<file path="config.mk">
export PLATFORM = sky130hd
export DESIGN_NAME = frame_offset_meter
export DESIGN_NICKNAME = d
export VERILOG_FILES = /design/src/rtl/fam_pkg.sv /design/src/rtl/fam_sync.sv /design/src/rtl/fam_counter.sv /design/src/rtl/fam_ctrl.sv /design/src/rtl/frame_offset_meter.sv
export SDC_FILE = /design/constraint.sdc
export NUM_CORES = 1
export LEC_CHECK = 0
export BUFFER_PORTS_ARGS = -buffer_cell sky130_fd_sc_hd__buf_2
export CAP_MARGIN = 40
export CORE_MARGIN = 2
export CORE_UTILIZATION = 59
export DETAILED_ROUTE_END_ITERATION = 8
export PLACE_DENSITY = 0.87
export SLEW_MARGIN = 20
export SYNTH_ARGS = -nofsm -noshare
export SYNTH_HDL_FRONTEND = slang
export SYNTH_SLANG_ARGS = --single-unit
export TNS_END_PERCENT = 10
</file>
<file path="constraint.sdc">
create_clock -name clk -period 4.5 [get_ports clk]
set_clock_uncertainty 0.1 [all_clocks]
set_input_delay 0.45 -clock clk [delete_from_list [all_inputs] [get_ports clk]]
set_output_delay 0.45 -clock clk [all_outputs]
set_load 0.005 [all_outputs]
</file>
<file path="src/rtl/fam_pkg.sv">
package fam_pkg;

   typedef enum logic [2:0] {
      MS_IDLE,
      MS_ARMED,
      MS_COUNT,
      MS_DONE,
      MS_EXPIRED
   } meas_state_t;

   localparam logic EDGE_FALLING = 1'b0;
   localparam logic EDGE_RISING  = 1'b1;

endpackage

</file>
<file path="src/rtl/fam_sync.sv">
module fam_sync #(
   parameter int STAGES = 2
) (
   input  logic clk,
   input  logic rst,
   input  logic d_i,
   output logic q_o,
   output logic rise_o,
   output logic fall_o
);
   logic [STAGES-1:0] chain_q;
   logic              last_q;

   generate
      if (STAGES == 1) begin : g_single
         always_ff @(posedge clk) begin
            if (rst) chain_q <= '0;
            else     chain_q <= d_i;
         end
      end else begin : g_multi
         always_ff @(posedge clk) begin
            if (rst) chain_q <= '0;
            else     chain_q <= {chain_q[STAGES-2:0], d_i};
         end
      end
   endgenerate

   always_ff @(posedge clk) begin
      if (rst) last_q <= 1'b0;
      else     last_q <= chain_q[STAGES-1];
   end

   assign q_o    = chain_q[STAGES-1];
   assign rise_o = chain_q[STAGES-1] & ~last_q;
   assign fall_o = ~chain_q[STAGES-1] & last_q;

endmodule

</file>
<file path="src/rtl/fam_counter.sv">
module fam_counter #(
   parameter int WIDTH = 11
) (
   input  logic             clk,
   input  logic             rst,
   input  logic             clear_i,
   input  logic             en_i,
   input  logic             tick_i,
   output logic [WIDTH-1:0] count_o,
   output logic             sat_o
);
   localparam logic [WIDTH-1:0] CNT_MAX = {WIDTH{1'b1}};

   logic [WIDTH-1:0] cnt_q;

   always_ff @(posedge clk) begin
      if (rst || clear_i)
         cnt_q <= '0;
      else if (en_i && tick_i && (cnt_q != CNT_MAX))
         cnt_q <= cnt_q + 1'b1;
   end

   assign count_o = cnt_q;
   assign sat_o   = (cnt_q == CNT_MAX);

endmodule

</file>
<file path="src/rtl/fam_ctrl.sv">
module fam_ctrl
   import fam_pkg::*;
#(
   parameter int OFFSET_W = 11
) (
   input  logic                clk,
   input  logic                rst,
   input  logic                start_i,
   input  logic                frame_edge_i,
   input  logic                meas_edge_i,
   input  logic                sclk_lvl_i,
   input  logic                sclk_tick_i,
   input  logic                sat_i,
   input  logic [OFFSET_W-1:0] count_i,
   output logic                cnt_clear_o,
   output logic                cnt_en_o,
   output logic                done_o,
   output logic                phase_o,
   output logic [OFFSET_W-1:0] offset_o
);
   meas_state_t         st_q, st_d;
   logic                start_q;
   logic                start_fall;
   logic                capture;
   logic                done_q, phase_q;
   logic [OFFSET_W-1:0] offset_q;

   assign start_fall = start_q & ~start_i;
   assign capture    = (st_q == MS_COUNT) && meas_edge_i && start_i;

   always_comb begin
      st_d = st_q;
      case (st_q)
         MS_IDLE:  if (start_i) st_d = MS_ARMED;
         MS_ARMED: if (frame_edge_i) st_d = MS_COUNT;
         MS_COUNT: begin
            if (meas_edge_i)               st_d = MS_DONE;
            else if (sat_i && sclk_tick_i) st_d = MS_EXPIRED;
         end
         default: ;
      endcase
      if (!start_i) st_d = MS_IDLE;
   end

   assign cnt_clear_o = (st_q == MS_IDLE) || ((st_q == MS_ARMED) && frame_edge_i);
   assign cnt_en_o    = (st_q == MS_COUNT);

   always_ff @(posedge clk) begin
      if (rst) begin
         st_q     <= MS_IDLE;
         start_q  <= 1'b0;
         done_q   <= 1'b0;
         phase_q  <= 1'b0;
         offset_q <= '0;
      end else begin
         st_q    <= st_d;
         start_q <= start_i;
         if (start_fall) begin
            done_q   <= 1'b0;
            phase_q  <= 1'b0;
            offset_q <= '0;
         end else if (capture) begin
            done_q   <= 1'b1;
            phase_q  <= sclk_lvl_i;
            offset_q <= count_i;
         end
      end
   end

   assign done_o   = done_q;
   assign phase_o  = phase_q;
   assign offset_o = offset_q;

endmodule

</file>
<file path="src/rtl/frame_offset_meter.sv">
module frame_offset_meter
   import fam_pkg::*;
#(
   parameter int OFFSET_W    = 11,
   parameter int SYNC_STAGES = 2,
   parameter int STATUS_W    = 16
) (
   input  logic                clk,
   input  logic                rst,
   input  logic                sclk_i,
   input  logic                frame_i,
   input  logic                fe_i,
   input  logic                start_i,
   input  logic                gci_mode_i,
   output logic [STATUS_W-1:0] status_o
);
   localparam int FIELD_W = OFFSET_W + 2;
   localparam int PAD_W   = STATUS_W - FIELD_W;

   generate
      if (STATUS_W < FIELD_W) begin : g_bad_width
         $error("status word too narrow for offset, phase and flag");
      end
      if (SYNC_STAGES < 1) begin : g_bad_sync
         $error("at least one synchroniser stage is required");
      end
   endgenerate

   logic sclk_lvl, sclk_rise, sclk_fall_unused;
   logic frame_lvl_unused, frame_rise, frame_fall_unused;
   logic fe_lvl_unused, fe_rise, fe_fall;
   logic meas_edge;
   logic cnt_clear, cnt_en, cnt_sat;
   logic [OFFSET_W-1:0] cnt_val;
   logic done, phase;
   logic [OFFSET_W-1:0] offset;

   fam_sync #(.STAGES(SYNC_STAGES)) u_sync_sclk (
      .clk(clk), .rst(rst), .d_i(sclk_i),
      .q_o(sclk_lvl), .rise_o(sclk_rise), .fall_o(sclk_fall_unused)
   );

   fam_sync #(.STAGES(SYNC_STAGES)) u_sync_frame (
      .clk(clk), .rst(rst), .d_i(frame_i),
      .q_o(frame_lvl_unused), .rise_o(frame_rise), .fall_o(frame_fall_unused)
   );

   fam_sync #(.STAGES(SYNC_STAGES)) u_sync_fe (
      .clk(clk), .rst(rst), .d_i(fe_i),
      .q_o(fe_lvl_unused), .rise_o(fe_rise), .fall_o(fe_fall)
   );

   assign meas_edge = (gci_mode_i == EDGE_RISING) ? fe_rise : fe_fall;

   fam_counter #(.WIDTH(OFFSET_W)) u_count (
      .clk(clk), .rst(rst), .clear_i(cnt_clear), .en_i(cnt_en),
      .tick_i(sclk_rise), .count_o(cnt_val), .sat_o(cnt_sat)
   );

   fam_ctrl #(.OFFSET_W(OFFSET_W)) u_ctrl (
      .clk(clk), .rst(rst), .start_i(start_i),
      .frame_edge_i(frame_rise), .meas_edge_i(meas_edge),
      .sclk_lvl_i(sclk_lvl), .sclk_tick_i(sclk_rise), .sat_i(cnt_sat),
      .count_i(cnt_val), .cnt_clear_o(cnt_clear), .cnt_en_o(cnt_en),
      .done_o(done), .phase_o(phase), .offset_o(offset)
   );

   generate
      if (PAD_W > 0) begin : g_pad
         assign status_o = {{PAD_W{1'b0}}, done, phase, offset};
      end else begin : g_nopad
         assign status_o = {done, phase, offset};
      end
   endgenerate

endmodule

</file>
==> reports/results.md <==
| Quantity | This run |
|---|---|
| Total Nets Final | 187 |
| Arrival @ worst endpoint | 2.32 ns |
| Rel. slew slack | 0.626 |
| Clock root buffer | sky130_fd_sc_hd__clkbuf_4 |
| Critical path required time | 4.63 ns |
| Die width | 54.3 um |
| Sum of overflow across all layers after global routing | 0 |
| Average cell area after synthesis | 9.38 um2 |
| PwrDens | 354 nW/um2 |
| Number of synthesized flops with an enable pin | 0 |
| Delay of the slowest cell on the worst path | 0.57 ns |
| Layout cells sized above 1 | 0.206 |
| Clock transition at the register clock pins on the worst setup and hold paths after CTS | 0.11 ns |
| Setup bufs post-CTS | 0 |
| Routed wirelength normalized by instance count | 13.4 um |
| Clock Sink Count | 37 |
| Final setup violation count | 0 |
| Largest vdd supply drop | 0.287 mV |
| Unrepaired setup endpoints after global routing | no |
| Cell types with the largest area share after synthesis | sky130_fd_sc_hd__dfxtp_1, sky130_fd_sc_hd__mux2i_1, sky130_fd_sc_hd__nor2_1 |
| Clock latency on the worst-skew pair | 0.36 ns |
| Wire length of the first global-routing pass | 4690 um |
| Leakage power total | 0.000733 uW |
| Top Ports | 23 |
| Post-synthesis sequential area ratio | 0.497 |
| Clock buffer count from CTS | 5 |
| Number of storage elements in the synthesis netlist | 37 |
| Overall global routing resource usage | 0.230 |
| Worst Hold Class | input pin to register |
| Share of the cycle needed by the critical path after routing | 0.485 |
| Cell with the most instances after synthesis | sky130_fd_sc_hd__dfxtp_1 |
| Clock tree from TritonCTS | done |
| Commonest cells in the netlist | sky130_fd_sc_hd__dfxtp_1, sky130_fd_sc_hd__nor2_1, sky130_fd_sc_hd__mux2i_1 |
| Maximum clock rate | 458 MHz |
| Status | complete, no violations |
| Number of instances resized during post-cts repair | 0 |
| First-pass detailed-route iteration total | 4 |
| Yosys top cell area share | 0.497 |
| Max-slew violations | 0 |
| Fin. Hold Viols | 0 |
| Bufs on Longest Clock Path | 2 |
| Layout overhead on the synthesized area | 12.2% |
| Vert. Die Dim | 54.3 um |
| Warning count from the yosys run | 0 |
| Crit path time final | 2.18 ns |
| Mapped cell area | 1490 um2 |
| Maximum level of the CTS H-tree | 2 |
| Total negative slack | 0 ns |
| Number of instances in the synthesized netlist | 159 |
| Half-perimeter wire length of the detailed placement result | 2040 um |
| Async set or reset register ratio after synthesis | 0 |
| DRC marker count from the first detailed-route iteration | 20 |
| Largest area contributor in the synthesized netlist | sky130_fd_sc_hd__dfxtp_1 |
| Number of buffers inserted for hold repair after clock tree synthesis | 0 |
| Number of global-route vias before repair | 1104 |
| Nature of the critical path startpoint | register |
| Critical path capture point type | register |
| Antenna violations before repair | 0 |
| Gpl congestion | 0.874 |
| Crit-path cells | ha_1, nand4_1, o311ai_1, buf_2, mux2i_1, nor2_1 |
| Overall die area | 2950 um2 |
| Setup Crit Path Kind | register to register |
| Antenna cell count | 0 |
| Maximum fanout count along the critical path | 8 |
| Core region area | 2430 um2 |
| Total vias in the final route | 1151 |
| Starting Density | 0.613 |
| Number of I/O port buffers | 19 |
| Vias/cell | 5.48 |
| FP Rows | 18 |
| Slew of the pin with the lowest slew margin | 0.553 ns |
| CP max stage cell | sky130_fd_sc_hd__o311ai_1 |
| Count of maximum capacitance violations | 0 |
| Largest net degree at the start of global routing | 14 |
| Antenna Violating Nets Remaining | 0 |
| Number of distinct standard cells referenced by the synthesized netlist | 37 |
| Total wire length | 2810 um |
| Most used DFF post-synth | sky130_fd_sc_hd__dfxtp_1 |
| # DRC | 0 |
| Power Total | 593 uW |
## worst max-delay path: cells and delay by family, from the launching register on
family                   cells  cell delay (ns)
buffers and inverters        1             0.29
multiplexers                 1             0.21
adder cells (fa/ha/maj)      1             0.23
flip-flops                   1             0.43
AO/OA/AOI/OAI                1             0.57
AND/OR/NAND/NOR              2             0.24
## placed cells by master (no fill, tap or decap), types with 2 or more instances in the layout
master,count
sky130_fd_sc_hd__mux2i_1,13
sky130_fd_sc_hd__or3_1,3
sky130_fd_sc_hd__nand4_1,2
sky130_fd_sc_hd__nand3_1,5
sky130_fd_sc_hd__conb_1,3
sky130_fd_sc_hd__nand2_1,6
sky130_fd_sc_hd__o31ai_1,2
sky130_fd_sc_hd__buf_2,20
sky130_fd_sc_hd__nor4_1,2
sky130_fd_sc_hd__dfxtp_1,37
sky130_fd_sc_hd__nor2b_1,11
sky130_fd_sc_hd__nor2_1,21
sky130_fd_sc_hd__clkbuf_4,5
sky130_fd_sc_hd__o21ai_0,6
sky130_fd_sc_hd__inv_1,6
sky130_fd_sc_hd__or4_1,2
sky130_fd_sc_hd__a21oi_1,8
sky130_fd_sc_hd__nand3_2,2
sky130_fd_sc_hd__nor3_1,3
sky130_fd_sc_hd__nand2b_1,2
sky130_fd_sc_hd__and3_1,2
## report_power, final
group / internal (uW) / switching [uW]
registers: 332 / 2.25
logic: 6.24 / 9.67
clock network: 132 / 111
total: 470 / 123
## metrics by stage
step / cell area [um2] / util / instances / hold WS (ns) / setup WS (ns)
after detailed placement: 1590 / 0.652 / 202 / 0.327 / 2.37
after CTS: 1670 / 0.688 / 210 / 0.188 / 2.33
after global routing: 1670 / 0.688 / 210 / 0.197 / 2.12
final: 1670 / 0.688 / 210 / 0.199 / 2.32
after floorplan: 1500 / - / 161 / 0.314 / 2.72
after global placement: 1580 / 0.650 / 201 / 0.318 / 2.25
## cell type report
cell class                      count  area, um2
Inverter                            6       22.5
Timing Repair Buffer               21        108
Multi-Input combinational cell    108        677
Clock buffer                        6       51.3
Sequential cell                    37        741
Fill cell                         192        758
Clock inverter                      2       37.5
Tap cell                           30       37.5
## path summary, 6_finish.rpt
path,from,end,slack (ns),cells after the start
worst max register to register,u_count.count_o[0],u_count.count_o[1],2.32,6
worst max-delay path,u_count.count_o[0],u_count.count_o[1],2.32,6
worst min-delay path,sclk_i,u_sync_sclk.chain_q[0],0.20,2
worst min register to register,u_sync_sclk.chain_q[0],u_sync_sclk.chain_q[1],0.35,1
## metal layers
layer	up-vias	share of wire	wire length (um)	GRT usage
li1	581	-	-	-
met4	0	0.029	82	0.171
met1	536	0.43	1200	0.252
met2	23	0.50	1410	0.382
met3	11	0.041	115	0.0601
met5	-	0	0	0
## cells by family after synthesis
family	count (synthesis)	share of synthesized area
DFF	37	0.497
xor gates and xnor gates	1	0.00587
and+or+nand+nor	68	0.253
other	1	0.00251
buffers and inverters	16	0.0545
adders and majority gates	1	0.00839
muxes	13	0.0872
AOI/OAI and AO/OA	22	0.0923
## registers in the layout, summed over array words and instances (netlist names)
register              flops
u_count.count_o          11
u_ctrl.done_o             1
u_ctrl.offset_o          11
u_ctrl.phase_o            1
u_ctrl.st_q               3
u_ctrl.start_q            1
u_sync_fe.chain_q         2
u_sync_fe.last_q          1
u_sync_frame.chain_q      2
u_sync_frame.last_q       1
u_sync_sclk.chain_q       2
u_sync_sclk.last_q        1
(Power assumes the default switching activity.)
